--- src/rtl/store_queue.sv ---
module store_queue #(
  parameter int DEPTH  = 8,
  parameter int ADDR_W = 16,
  parameter int DATA_W = 32,
  parameter int SEQ_W  = 8
) (
  input  logic              clk,
  input  logic              rst_n,
  input  logic              alloc_valid,
  input  logic [SEQ_W-1:0]  alloc_seq,
  output logic              alloc_ready,
  input  logic              addr_upd_valid,
  input  logic [SEQ_W-1:0]  addr_upd_seq,
  input  logic [ADDR_W-1:0] addr_upd_addr,
  input  logic              data_upd_valid,
  input  logic [SEQ_W-1:0]  data_upd_seq,
  input  logic [DATA_W-1:0] data_upd_data,
  input  logic              load_valid,
  input  logic [SEQ_W-1:0]  load_seq,
  input  logic [ADDR_W-1:0] load_addr,
  output logic              load_stall,
  output logic              load_fwd,
  output logic [DATA_W-1:0] load_fwd_data,
  output logic              load_to_mem,
  input  logic              commit_valid,
  output logic              mem_wr_en,
  output logic [ADDR_W-1:0] mem_wr_addr,
  output logic [DATA_W-1:0] mem_wr_data
);
  localparam int IDX_W = (DEPTH > 1) ? $clog2(DEPTH) : 1;
  localparam int CNT_W = $clog2(DEPTH + 1);

  logic [DEPTH-1:0]  ent_v, ent_ak, ent_dk;
  logic [SEQ_W-1:0]  ent_seq  [DEPTH];
  logic [ADDR_W-1:0] ent_addr [DEPTH];
  logic [DATA_W-1:0] ent_data [DEPTH];
  logic [IDX_W-1:0]  head, tail;
  logic [CNT_W-1:0]  count;

  logic alloc_fire, retire;
  logic unk, hit, hit_dk;
  logic [DATA_W-1:0] hit_data;

  function automatic logic is_older(input logic [SEQ_W-1:0] st, input logic [SEQ_W-1:0] ld);
    logic signed [SEQ_W-1:0] d;
    d = ld - st;
    return d > 0;
  endfunction

  assign alloc_ready = (count != CNT_W'(DEPTH));
  assign alloc_fire  = alloc_valid && alloc_ready;
  assign retire      = commit_valid && ent_v[head] && ent_ak[head] && ent_dk[head];

  assign mem_wr_en   = retire;
  assign mem_wr_addr = ent_addr[head];
  assign mem_wr_data = ent_data[head];

  always_comb begin
    logic [IDX_W-1:0] pos;
    unk = 1'b0;
    hit = 1'b0;
    hit_dk = 1'b0;
    hit_data = '0;
    for (int i = 0; i < DEPTH; i++) begin
      pos = head + IDX_W'(i);
      if (ent_v[pos] && is_older(ent_seq[pos], load_seq)) begin
        if (!ent_ak[pos]) begin
          unk = 1'b1;
        end else if (ent_addr[pos] == load_addr) begin
          hit = 1'b1;
          hit_dk = ent_dk[pos];
          hit_data = ent_data[pos];
        end
      end
    end
  end

  assign load_stall    = load_valid && (unk || (hit && !hit_dk));
  assign load_fwd      = load_valid && !unk && hit && hit_dk;
  assign load_to_mem   = load_valid && !unk && !hit;
  assign load_fwd_data = load_fwd ? hit_data : '0;

  always_ff @(posedge clk) begin
    if (!rst_n) begin
      ent_v  <= '0;
      ent_ak <= '0;
      ent_dk <= '0;
      head   <= '0;
      tail   <= '0;
      count  <= '0;
      for (int i = 0; i < DEPTH; i++) begin
        ent_seq[i]  <= '0;
        ent_addr[i] <= '0;
        ent_data[i] <= '0;
      end
    end else begin
      for (int i = 0; i < DEPTH; i++) begin
        if (ent_v[i] && addr_upd_valid && ent_seq[i] == addr_upd_seq) begin
          ent_ak[i]   <= 1'b1;
          ent_addr[i] <= addr_upd_addr;
        end
        if (ent_v[i] && data_upd_valid && ent_seq[i] == data_upd_seq) begin
          ent_dk[i]   <= 1'b1;
          ent_data[i] <= data_upd_data;
        end
      end
      if (retire) begin
        ent_v[head]  <= 1'b0;
        ent_ak[head] <= 1'b0;
        ent_dk[head] <= 1'b0;
        head <= head + 1'b1;
      end
      if (alloc_fire) begin
        ent_v[tail]   <= 1'b1;
        ent_ak[tail]  <= 1'b0;
        ent_dk[tail]  <= 1'b0;
        ent_seq[tail] <= alloc_seq;
        tail <= tail + 1'b1;
      end
      count <= count + CNT_W'(alloc_fire) - CNT_W'(retire);
    end
  end

  p_no_overflow_r2: assert property (@(posedge clk) disable iff (!rst_n)
    count <= CNT_W'(DEPTH));

  p_drain_r8: assert property (@(posedge clk) disable iff (!rst_n)
    (mem_wr_en && !alloc_fire) |=> (count == $past(count) - 1'b1));

  p_hold_r9: assert property (@(posedge clk) disable iff (!rst_n)
    (commit_valid && !mem_wr_en && !alloc_fire) |=> $stable(count));

  p_one_result_r11: assert property (@(posedge clk) disable iff (!rst_n)
    load_valid |-> $countones({load_stall, load_fwd, load_to_mem}) == 1);

  p_quiet_r11: assert property (@(posedge clk) disable iff (!rst_n)
    !load_valid |-> !(load_stall || load_fwd || load_to_mem));
endmodule

--- config.mk ---
export PLATFORM = sky130hd
export DESIGN_NAME = store_queue
export DESIGN_NICKNAME = d
export VERILOG_FILES = /design/src/rtl/store_queue.sv
export SDC_FILE = /design/constraint.sdc
export NUM_CORES = 2
export LEC_CHECK = 0
export BUFFER_PORTS_ARGS = -buffer_cell sky130_fd_sc_hd__buf_2
export CORE_ASPECT_RATIO = 0.7
export CORE_MARGIN = 4
export CORE_UTILIZATION = 35
export DETAILED_ROUTE_END_ITERATION = 8
export GPL_ROUTABILITY_DRIVEN = 0
export SLEW_MARGIN = 20
export SYNTH_ARGS = -nofsm -noshare
export SYNTH_HDL_FRONTEND = slang
export SYNTH_SLANG_ARGS = --single-unit
--- constraint.sdc ---
create_clock -name clk -period 27.5 [get_ports clk]
set_clock_uncertainty 0.05 [all_clocks]
set_input_delay 2.75 -clock clk [delete_from_list [all_inputs] [get_ports clk]]
set_output_delay 2.75 -clock clk [all_outputs]
set_load 0.02 [all_outputs]
Word-level counts from Yosys, hierarchy flattened
Memory sizes are Yosys's and may differ from the RTL's. A register that Yosys moved wholly into a read port is not among the register bits.
Cells that the tools add are included.
Operators by class
  add/subtract/negate cells: 18
  $lt $le $gt $ge: 19
  eq/ne operators: 25
  muxes and demuxes: 259
  bitwise logic cells: 24
  reduce and logical (&&, ||, !) cells: 57
Operators by type and width (count)
  $mux W32: 33
  $mux W1: 175
  $eq A16 B16 Y1: 8
  $eq A8 B8 Y1: 16
  $mux W16: 8
  $mux W8: 10
  $bmux W1 S3: 24
  $gt A8 B1 Y1 const B: 8
  $sub A8 B8 Y8: 8
  $logic_and A1 B1 Y1: 52
  $and A8 B8 Y8: 5
  $lt A3 B4 Y1 const B: 9
  $mux W3: 7
  $not A8 Y8: 2
  $or A1 B1 Y1: 16
  $add A3 B3 Y3 const B: 4
  $or A8 B8 Y8: 1
  $reduce_or A8 Y1: 1
  $add A3 B1 Y3 const B: 2
  $add A3 B2 Y3 const B: 2
  $demux W1 S3: 2
  $ge A3 B1 Y1 const B: 2
  $add A4 B1 Y4: 1
  $ne A4 B4 Y1 const B: 1
  other kinds (3): 5
Word-level totals
  bits in registers: 34
  bits in writable memories: 448
  input port bits: 103
  output and inout bits: 85
  word-level logic and storage cells: 411
  memories kept: 3
Memory list
  ent_data: depth 8, bits a word 32, read ports 8, clocked after memory_dff 1, wr ports 8, line 36  | logic [DATA_W-1:0] ent_data [DEPTH];
  ent_addr: depth 8, bits a word 16, read ports 8, clocked after memory_dff 1, wr ports 8, line 35  | logic [ADDR_W-1:0] ent_addr [DEPTH];
  ent_seq: depth 8, bits a word 8, read ports 16, clocked after memory_dff 1, wr ports 8, line 34  | logic [SEQ_W-1:0] ent_seq [DEPTH];

Depth between registers and ports, before layout
  depth after elaboration: 30
  gate-level depth with buffers: 36
  mapped depth without buffers: 18

Worst setup path before layout
No wires, ideal clock.
  kind: register to output
  from: register head[2]
  to: output load_fwd_data[10]
  arrival: 8.559 ns
  data required time: 24.700 ns
  slack: 16.141 ns
  stages on the path, launching flop included: 31
  cell sequence: dfxtp_1 buf_2 clkinv_1 buf_1 clkbuf_1 clkbuf_1 buf_1 ha_1 buf_2 buf_1 buf_2 buf_2 buf_2 buf_2 buf_2 clkbuf_1 clkbuf_1 mux2i_1 ha_1 nor2b_1 o21a_1 or4_1 a311oi_1 nor4_1 and4_1 buf_2 buf_2 and2_1 a2111oi_0 a221oi_1 nor4_1
Between the ends
  word-level cells in the longest chain between the ends: 28
RTL lines
  from (decl): line 37  | logic [IDX_W-1:0] head, tail;
  from (signal assigned): line 111  | head <= head + 1'b1;
  parallel branches: the longest is 27 deep, another holds $mem_v2 Z8 W8
  $mux W32 (*): line 81  | assign load_fwd_data = load_fwd ? hit_data : '0;
  to (decl): line 23  | output logic [DATA_W-1:0] load_fwd_data,
Every way passes the cells marked *. The select of a mux whose other input is x is not followed.

Worst setup path after layout
  from: register head[2]
  to: output load_stall
Between the ends
  word-level cells in the longest chain between the ends: 30
RTL lines
  parallel branches: the longest is 28 deep, another holds $mem_v2 Z8 W8
  $logic_or A1 B1 Y1 (*): line 78  | assign load_stall = load_valid && (unk || (hit && !hit_dk));
  $logic_and A1 B1 Y1 (*): line 78
  to (decl): line 21  | output logic load_stall,
Marked as above.

==> flow_summary.toml <==
[logic_synthesis]
yosys.area_share.simple_pct = 12.8
yosys_most_used_dff = "edfxtp_1"
synth.area.mux_share_pct = 36.1
synth_edf_count = 448
synth_top_area_share_pct = 28.5
syn_area_per_cell_um2 = 11.3
async_reset_ff_share_pct = 0
synth_warnings = 0
synthDistinctLibCells = 88
ys_seq_area_share_pct = 30.1
netlist_instances = 4171
synth_top_family_by_area = "multiplexers"
synth.most_common_cell = "mux4_2"
synthesis.area_mm2 = 0.0471
ys_top_cells_by_area = "edfxtp_1, mux4_2, mux2i_1"
synth_common_cells = "mux4_2, edfxtp_1, nand2_1"
synth-xor-area-share_pct = 5.52
post-synth-top-area-cell = "edfxtp_1"
synth_compound_area_share_pct = 8.53
synth-seq-cells = 485
synth_fp_nets = 4351
synth-adder-area-share_pct = 2.19

[floorplanning]
rows = 112
dieArea_mm2 = 0.141
dieWidth_um = 447
coreArea_mm2 = 0.134
die_y_um = 315
ios = 188
start_util_pct = 35.3

[global_routing]
grt_pass1_wl_um = 266000
antenna_found_initial = 4
grt_pass1_vias = 37000
grt_use_total_pct = 25.5
grt_max_degree = 105
grt_overflow = 0

[place]
dp_hpwl_um = 122000
place_ws_ns = 16.11
portBuffers = 187

[clock_network]
cts.hold.buffers_added = 0
cts_tree = "yes"
clockBufferDepth = 3
clk_pin_slew_ns = 0.06
cts_sinks = 485
cts_setup_buffers = 0
cts_resized = 0
numCtsBuffers = 55
clk_latency_ns = 0.67
root_buffer = "clkbuf_16"
htreeDepth = 2

[power]
pwr-share-seq_pct = 43.4
power.share.switching_pct = 29.5
switchingPower_uw = 618
pwr-share-clk_pct = 39.8
totalPowerFinal_mw = 2.09
power.density_mw_per_mm2 = 40.7
p_leak_nw = 16.5
p_int_mw = 1.47
ir_drop_uv = 49.9
p_comb_share_pct = 16.8

[routing]
drt-total-wl_um = 185000
drtIter0Drc = 5959
post-route-drc-count = 0
wl_per_cell_um = 31.0
vias = 39500
vias_per_cell = 6.64
dr.pass1.iters = 6
ant_nets = 0

[layout]
area_growth_pct = 8.99
drive_above_1_share_pct = 27.0
fin_nets = 4311

[worst_setup_path]
end_kind = "primary output"
path_buf_inv = 5
start_kind = "flip-flop"
critPathTopFamily = "buffers and inverters"
crit_top_cell = "buf_4"
crit_chain = "clkinv_2 -> ha_4 -> buf_4 -> buf_4 -> mux4_2 -> mux2i_1 -> xor2_1 -> nand4_1 -> nor4_1 -> and4_2 -> buf_4 -> a21oi_1 -> a2111oi_0 -> o311ai_0 -> a21boi_0 -> buf_2"
critical_path.slowest_cell = "ha_4"
r2r_slack_ns = 22.51
worst_ep_arrival_time_ns = 9.50
cp_max_fo = 67
startpoint = "head[2]$_SDFFE_PN0P_"
crit_type = "reg -> out"
critPathMaxStageDelay_ns = 0.99
r2r_start = "head[1]$_SDFFE_PN0P_"
required_ns = 24.70

[sta]
worst_slew_pin_slew_ns = 1.20
fin_setup_tns_ns = 0
hold_violations = 0
fmax_ghz = 0.0813
setup_viol = 0
drv_slew = 0
period_share_pct = 44.7
relSlewSlack_pct = 19.1
fin_ws_ns = 15.20
period_minus_slack_ns = 12.30
rsz0062_at_grt = "false"

[hold_path]
hold_class = "reg -> reg"
min-delay-start = "ent_dk[4]$_SDFF_PN0_"

[run]
maxCapViolCount = 0

[status]
status = "complete, no violations"
-- worst paths after layout --
check / to / cells past startpoint
hold reg to reg: ent_dk[4]$_SDFF_PN0_ / 2
hold / removal: ent_dk[4]$_SDFF_PN0_ / 2
setup / recovery: load_stall / 16
setup reg to reg: count[2]$_SDFF_PN0_ / 15
-- power groups by stage --
stage	Clock [mW]	Sequential (mW)	Combinational, mW
final	0.832	0.907	0.352
after global routing	0.870	0.911	0.372
after CTS	0.840	0.903	0.343
after detailed placement	0	0.918	0.341
after global placement	0	0.915	0.337
after floorplan	0	0.889	0.232
-- metal layers --
layer  part of all wire, %  vias up  GRT usage [%]  routed length [um]
met5                 0.073        -          0.207                 134
met4                   4.3        2           9.38                7950
met3                    15      469           9.13               27600
met2                    41     3093           35.6               75900
met1                    39    19700           36.2               72900
li1                      -    16200              -                   -
-- cell usage in the layout (no fill, tap or decap), drive strengths merged, types with 21 or more instances in the layout --
master     n
a221oi    30
nand2    432
nor3      74
mux2      95
dfxtp     37
xor2     101
nor2     398
a21oi    122
a2111oi   61
nand4     50
edfxtp   448
nand2b    29
a211oi    39
xnor2    195
nand4b    32
mux2i    328
nor2b     21
nand3     64
nor4      37
buf      283
ha        68
o21ai     62
clkbuf    65
a31oi     30
mux4     563
o311ai    36
inv      108
and2     113
-- worst min-delay path: cells and delay by family, from the launching register on --
| kind | cells | cell delay (ns) |
|---|---|---|
| buffers and inverters | 1 | 0.05 |
| AOI/OAI and AO/OA | 1 | 0.06 |
| DFF | 1 | 0.34 |
-- registers in the layout, summed over array words and instances, names as in the netlist, named ones only --
| name | cells |
|---|---|
| ent_dk | 8 |
| ent_v | 8 |
| tail | 3 |
| ent_addr | 128 |
| ent_data | 256 |
| head | 3 |
| ent_seq | 64 |
| count | 4 |
| ent_ak | 8 |
-- stage by stage --
step	std cells	hold WS [ns]	area, um^2	util, %
2_1_floorplan	4171	0.412	47100	-
3_3_place_gp	5841	0.435	49400	37.0
3_5_place_dp	5841	0.439	49400	37.0
4_1_cts	5944	0.448	51300	38.4
5_1_grt	5945	0.468	51400	38.5
6_report	5945	0.453	51400	38.5
-- logic make-up (layout without fill, tap and decap cells) --
logic type	after synthesis	in the layout
multiplexers	986	986
AO/OA/AOI/OAI	546	546
buffers and inverters	485	491
adder cells (fa/ha/maj)	77	77
flip-flops	485	485
other	0	1
XOR/XNOR	296	296
AND/OR/NAND/NOR	1296	1296
-- layout make-up --
cell class / instances / area (um^2)
Tap cell: 1767 / 2210
Timing Repair Buffer: 283 / 1680
Clock buffer: 65 / 1450
Fill cell: 12800 / 82200
Clock inverter: 38 / 531
Antenna cell: 1 / 2.50
Multi-Input combinational cell: 3201 / 30900
Inverter: 105 / 395
Sequential cell: 485 / 14200
No activity file was read; power rests on OpenSTA's default activity.
